===== src/rtl/pair_fetch_seq.sv =====
module pair_fetch_seq #(
  parameter int OPC_W  = 8,
  parameter int ADDR_W = 12
) (
  input  logic                            clk,
  input  logic                            rst,
  output logic [ADDR_W-1:0]               mem_addr,
  output logic                            mem_rd,
  input  logic [2*(OPC_W+ADDR_W)-1:0]     mem_rdata,
  output logic                            iss_valid,
  input  logic                            iss_ready,
  output logic [OPC_W-1:0]                iss_opcode,
  output logic [ADDR_W-1:0]               iss_addr,
  input  logic                            br_valid,
  input  logic [ADDR_W-1:0]               br_target,
  input  logic                            br_right
);
  localparam int INS_W  = OPC_W + ADDR_W;
  localparam int WORD_W = 2 * INS_W;

  typedef enum logic [2:0] {S_NEXT, S_RD, S_CAP, S_DEC, S_HOLD} st_t;

  st_t               st;
  logic [ADDR_W-1:0] pc, mar, ar;
  logic [WORD_W-1:0] mbr;
  logic [OPC_W-1:0]  ir;
  logic [INS_W-1:0]  ibr;
  logic              ibr_v, iss_v, side_r;

  wire [INS_W-1:0] left_ins  = mbr[WORD_W-1 -: INS_W];
  wire [INS_W-1:0] right_ins = mbr[INS_W-1:0];
  wire             take      = iss_v && iss_ready;

  assign mem_addr   = mar;
  assign mem_rd     = (st == S_RD);
  assign iss_valid  = iss_v;
  assign iss_opcode = ir;
  assign iss_addr   = ar;

  always_ff @(posedge clk) begin
    if (rst) begin
      st     <= S_NEXT;
      pc     <= '0;
      mar    <= '0;
      mbr    <= '0;
      ir     <= '0;
      ar     <= '0;
      ibr    <= '0;
      ibr_v  <= 1'b0;
      iss_v  <= 1'b0;
      side_r <= 1'b0;
    end else begin
      case (st)
        S_NEXT: begin
          if (ibr_v) begin
            {ir, ar} <= ibr;
            ibr_v    <= 1'b0;
            iss_v    <= 1'b1;
            st       <= S_HOLD;
          end else begin
            mar <= pc;
            st  <= S_RD;
          end
        end
        S_RD: st <= S_CAP;
        S_CAP: begin
          mbr <= mem_rdata;
          pc  <= pc + 1'b1;
          st  <= S_DEC;
        end
        S_DEC: begin
          if (side_r) begin
            {ir, ar} <= right_ins;
            ibr_v    <= 1'b0;
            side_r   <= 1'b0;
          end else begin
            {ir, ar} <= left_ins;
            ibr      <= right_ins;
            ibr_v    <= 1'b1;
          end
          iss_v <= 1'b1;
          st    <= S_HOLD;
        end
        S_HOLD: begin
          if (take) begin
            iss_v <= 1'b0;
            st    <= S_NEXT;
            if (br_valid) begin
              pc     <= br_target;
              ibr_v  <= 1'b0;
              side_r <= br_right;
            end
          end
        end
        default: st <= S_NEXT;
      endcase
    end
  end
endmodule


===== config.mk =====
export PLATFORM = sky130hd
export DESIGN_NAME = pair_fetch_seq
export DESIGN_NICKNAME = d
export VERILOG_FILES = /design/src/rtl/pair_fetch_seq.sv
export SDC_FILE = /design/constraint.sdc
export NUM_CORES = 1
export LEC_CHECK = 0
export ABC_CLOCK_PERIOD_IN_PS = 1680
export BUFFER_PORTS_ARGS = -buffer_cell sky130_fd_sc_hd__buf_2
export CAP_MARGIN = 20
export CORE_MARGIN = 1
export CORE_UTILIZATION = 33
export DETAILED_ROUTE_END_ITERATION = 10
export HOLD_SLACK_MARGIN = 0.12
export PLACE_DENSITY = 0.6
export SETUP_SLACK_MARGIN = 0.05
export SLEW_MARGIN = 20
export SYNTH_ARGS = -nofsm -noshare
export SYNTH_HDL_FRONTEND = slang
export SYNTH_SLANG_ARGS = --single-unit

===== constraint.sdc =====
create_clock -name clk -period 1.68 [get_ports clk]
set_input_delay 0.252 -clock clk [delete_from_list [all_inputs] [get_ports clk]]
set_output_delay 0.252 -clock clk [all_outputs]
set_load 0.01 [all_outputs]

Yosys cells after proc, flatten, opt, wreduce, memory -nomap -nowiden
Cells that the tools add are included.

word-level totals
  flip-flop bits (word level) = 110
  input port bits = 57
  output and inout port bits = 34

cells by class
  $add $sub $neg = 1
  equality and inequality tests = 7
  multiplexer cells = 22
  bitwise logic cells = 2
  reductions and logical operators = 13

operator list
  operator                                             count
  2-to-1 mux 12 bit                                    4
  case mux 12 bit (2 select lines)                     2
  2-to-1 mux 8 bit                                     2
  case mux 8 bit (2 select lines)                      1
  case mux 3 bit (5 select lines)                      1
  adder 12 x 1 -> 12 bit, second input constant        1
  AND reduction 3 bit                                  4
  2-to-1 mux 1 bit                                     7
  equality test 3 x 2 -> 1 bit, second input constant  2
  2-to-1 mux 3 bit                                     2
  inequality test 2 bit, second input constant         3
  case mux 1 bit (3 select lines)                      2
  AND reduction 2 bit                                  3
  nonzero test 2 bit                                   3
  equality test 3 x 1 -> 1 bit, second input constant  1
  equality test 3 bit, second input constant           1
  zero test 3 bit                                      1
  nonzero test 3 bit                                   1
  NOT 1 bit                                            2
  case mux 1 bit (2 select lines)                      1
  logical AND 1 bit                                    1

Depth between registers and ports, before layout
  depth after elaboration = 3
  depth in mapped cells = 6
  gate-level depth less buffers = 5

Least setup slack after synthesis
No wires, ideal clock.

  path type = flip-flop to flip-flop
  from = reg st[2]
  to = reg pc[6]
  arrival time = 1.357 ns
  data required time = 1.549 ns
  setup slack = 0.192 ns
  stages on the path, launching flop included = 5
  path buffers = 1
  period minus slack after synthesis = 1.488 ns
  cell sequence = dfxtp_1 -> or3b_2 -> buf_2 -> o32ai_1 -> nor3_1

on the way
  word-level cells in the longest chain between the ends = 3
  elaborated cells on any way between the ends = 7

ends and longest elaborated chain
  what                                                                          line  source
  start, declared                                                               23    st_t st;
  start signal, assigned                                                        42    st <= S_NEXT;
  start signal, assigned                                                        59    st <= S_HOLD;
  start signal, assigned                                                        62    st <= S_RD;
  equality test 3 bit or equality test 3 x 2 -> 1 bit (tied branches)           53    case (st)
  inequality test 2 bit (no source line) or nonzero test 2 bit (tied branches)  --
  AND reduction 3 bit (no source line)                                          --
  end signal, assigned                                                          68    pc <= pc + 1'b1;
  end signal, assigned                                                          89    pc <= br_target;
  end, declared                                                                 24    logic [ADDR_W-1:0] pc, mar, ar;

Several ways; a longest one is shown, not always the timed one.
A chain may end at the register's enable or synchronous reset.

Worst setup path in the final report
  from = reg st[1]
  to = reg pc[5]

The elaborated chain is that of the path after synthesis.

==> flow_summary.rst <==
.. list-table::
   :header-rows: 1

   * - Metric
     - Value
   * - Dpl ws
     - 0.008306 ns
   * - Final worst-path cycle share
     - 0.9347
   * - Average footprint of a synthesized cell
     - between 7 and 8 µm²
   * - Status
     - completed
   * - Worst Path Arrival
     - approximately 1.8 ns
   * - Seq/Total Area, Yosys
     - 0.4794
   * - Synthesized instance count
     - just under 600
   * - Post-detailed-placement half-perimeter wirelength
     - 8324 µm
   * - Critical-path top delay cell
     - sky130_fd_sc_hd__or3b_4
   * - Global-route wire length before repair
     - roughly 19000 µm
   * - Post-layout power
     - 0.006025 W
   * - TritonCTS clock tree
     - built
   * - Avg WL per Cell
     - 14.05 µm
   * - Peak VDD IR
     - roughly 560 µV
   * - Number of register bits inferred by synthesis
     - 110
   * - Max_slew headroom
     - 0.6135
   * - Number of global-route vias before repair
     - a little under 4000
   * - Critical Path Start Type
     - register
   * - Initial antenna violation count
     - 0
   * - Number of nets in the finished design
     - 723
   * - Largest cells by area after synthesis
     - sky130_fd_sc_hd__dfxtp_1, sky130_fd_sc_hd__nand2_1, sky130_fd_sc_hd__a21oi_1
   * - Total CTS buffers
     - 9
   * - GRT Overall Usage
     - 0.1683
   * - HP Class
     - in2reg
   * - Number of rows in the core area
     - 42
   * - Setup_tns
     - 0 ns
   * - Post-route DRC violation count
     - 0
   * - F_max
     - roughly 640 MHz
   * - Proportion of netlist area held by the largest area contributor
     - 0.4794
   * - Number of hold-slack violations in the final timing report
     - 0
   * - Count of buffers from port buffering
     - 90
   * - Initial DRC Count
     - ~260
   * - Die height
     - 120.0 µm
   * - Setup repair after global routing missed its margin
     - yes
   * - Placeable core region
     - around 13000 µm²
   * - Worst clock skew
     - between 0.01 and 0.015 ns
   * - Library cell with the highest instance count after synthesis
     - sky130_fd_sc_hd__nand2_1
   * - Number of inserted diodes
     - 0
   * - Clock Latency Late Sink
     - between 0.3 and 0.4 ns
   * - List of most frequent post-synthesis cells
     - sky130_fd_sc_hd__nand2_1, sky130_fd_sc_hd__dfxtp_1, sky130_fd_sc_hd__a21oi_1, sky130_fd_sc_hd__clkbuf_1, sky130_fd_sc_hd__mux2i_1
   * - Area added between synthesis and finish
     - 24.54%
   * - Static Leak
     - slightly above 2 nW
   * - Number of H-tree levels
     - 3
   * - Floorplan die area
     - about 14000 µm²
   * - Initial core utilization
     - 0.3428
   * - Cell variety after synth
     - 38
   * - Pwr Density
     - about 1100 nW/µm²
   * - Global route total overflow
     - 0
   * - Via-to-Cell Ratio
     - between 4 and 5
   * - Post-synthesis net count
     - approximately 640
   * - Async set-or-reset flop fraction in the synthesized netlist
     - 0
   * - Slowest cell delay on critical path
     - around 0.42 ns
   * - FF-to-FF path depth
     - 5
   * - Horiz. Die Dim
     - ~120 µm
   * - Count of final setup violators
     - 0
   * - Final worst path period need
     - around 1.6 ns
   * - CP cell instances
     - buf_4, or3b_4, o21ai_4, a21oi_1, a211oi_2
   * - Maximum buffer depth of the clock tree
     - 2
   * - Reg clk slew, reported paths
     - approximately 0.080 ns
   * - IO Pins
     - roughly 90
   * - First-pass iteration count of the detailed router
     - 4
   * - Total of hold buffers inserted after clock tree synthesis
     - 0
   * - Post-route insts no fill
     - around 850
   * - Post-layout utilization of the core
     - 0.4269
   * - Root buf cell
     - sky130_fd_sc_hd__clkbuf_16
   * - Number of filler cells placed in the layout
     - between 1000 and 1500
   * - Total length of routed wires
     - roughly 12000 µm
   * - Endpoint required time on the critical path
     - between 1.5 and 2 ns
   * - Pins Over Slew Limit
     - 0
   * - Routability cong.
     - between 0.8 and 0.9
   * - Syn. warnings
     - 0
   * - Fraction of layout instances using a drive strength above 1
     - 0.2343
   * - Maximum number of pins on one net before global-route repair
     - between 50 and 60
   * - Minimum setup slack in the final design
     - 0.1097 ns
   * - Cell count after placement
     - about 820
   * - Worst Hold Depth
     - 3
   * - Worst Setup End Kind
     - register
   * - Critical path class
     - reg2reg
   * - Total number of clock tree sinks
     - 110
   * - Slew at the pin closest to its max-slew limit
     - ~0.58 ns
   * - Synth Flop Type
     - sky130_fd_sc_hd__dfxtp_1
   * - Worst Path Max Fanout
     - 8
   * - Mapped cell area
     - approximately 4600 µm²
   * - Routed via count
     - about 4200
   * - Count of flip-flops with a built-in enable after synthesis
     - 0
   * - Final ANT Viol Nets
     - 0
   * - Max-capacitance violation count
     - 0
   * - Post-synth top area cell
     - sky130_fd_sc_hd__dfxtp_1
-- flip-flops by register name, summed over array words and instances (netlist names) --
signal / cells
ibr: 20
ibr_v: 1
iss_addr: 12
iss_opcode: 8
iss_valid: 1
mbr: 40
mem_addr: 12
pc: 12
side_r: 1
st: 3
-- layout make-up --
class                           instances  area [µm²]  area share
Clock buffer                           13       270.3     0.04724
Clock inverter                          3       17.52    0.003062
Inverter                                2       7.507    0.001312
Multi-Input combinational cell        422        2236      0.3909
Sequential cell                       110        2211      0.3865
Tap cell                              176       220.2     0.03850
Timing Repair Buffer                  120       758.2      0.1325
-- cell usage in the layout (no fill, tap or decap), types with 3 or more instances in the layout --
cell                          n
sky130_fd_sc_hd__dfxtp_2      4
sky130_fd_sc_hd__clkbuf_8     3
sky130_fd_sc_hd__buf_6        4
sky130_fd_sc_hd__a221oi_1     5
sky130_fd_sc_hd__o211ai_1    23
sky130_fd_sc_hd__mux2i_1     28
sky130_fd_sc_hd__buf_2       90
sky130_fd_sc_hd__nor3_1       7
sky130_fd_sc_hd__nand2_1    200
sky130_fd_sc_hd__a21oi_1    102
sky130_fd_sc_hd__dfxtp_1    105
sky130_fd_sc_hd__nor4_1       3
sky130_fd_sc_hd__buf_4       21
sky130_fd_sc_hd__nand3_1      5
sky130_fd_sc_hd__clkbuf_16   10
sky130_fd_sc_hd__o21ai_0      7
sky130_fd_sc_hd__buf_12       4
sky130_fd_sc_hd__nor2_1       6
-- critical path: cells and delay by family, from the launching register on --
kind | cells | cell delay (ns)
AO/OA/AOI/OAI | 3 | 0.56
buffers and inverters | 1 | 0.17
flip-flops | 1 | 0.35
AND/OR/NAND/NOR | 1 | 0.42
-- per-layer routing --
layer,share of wire,track usage
met4,0.023,0.07500
met1,0.48,0.2201
met2,0.46,0.2723
met3,0.040,0.02614
met5,0,0
-- through the flow --
step / instance area (µm²) / hold WS [ns]
final: 5720 / 0.1391
after floorplan: 4593 / 0.3880
after CTS: 5605 / 0.1328
after global routing: 5720 / 0.1383
after detailed placement: 5301 / 0.4439
after global placement: 5301 / 0.4401
-- report_power, final --
| group | internal [W] | total (W) | switching [W] |
|---|---|---|---|
| logic | 0.000417 | 0.00107 | 0.000657 |
| registers | 0.00276 | 0.00288 | 0.000122 |
| clock network | 0.00112 | 0.00207 | 0.000944 |
-- final timing paths --
path	start	end	slack, ns
setup reg to reg	st[1]	pc[5]	0.11
hold / removal	mem_rdata[31]	mbr[31]	0.14
setup / recovery	st[1]	pc[5]	0.11
hold reg to reg	iss_addr[0]	iss_addr[0]	0.45
-- kinds of logic after synthesis --
logic type               after synthesis  share of synthesized area
flip-flops                           110                     0.4794
multiplexers                          28                    0.06102
buffers and inverters                 48                    0.04631
adder cells (fa/ha/maj)                1                   0.002724
AND/OR/NAND/NOR                      240                     0.2166
XOR/XNOR                               1                   0.001907
AO/OA/AOI/OAI                        152                     0.1920
-- repair_timing --
action / 4_1_cts / 5_1_grt
buffers inserted: 0 / 4
setup endpoints to repair: 39 / 89
gates resized for setup: 5 / 18
cloned: 0 / 2
pin swaps: 1 / 2
No activity file was read; power rests on OpenSTA's default activity.
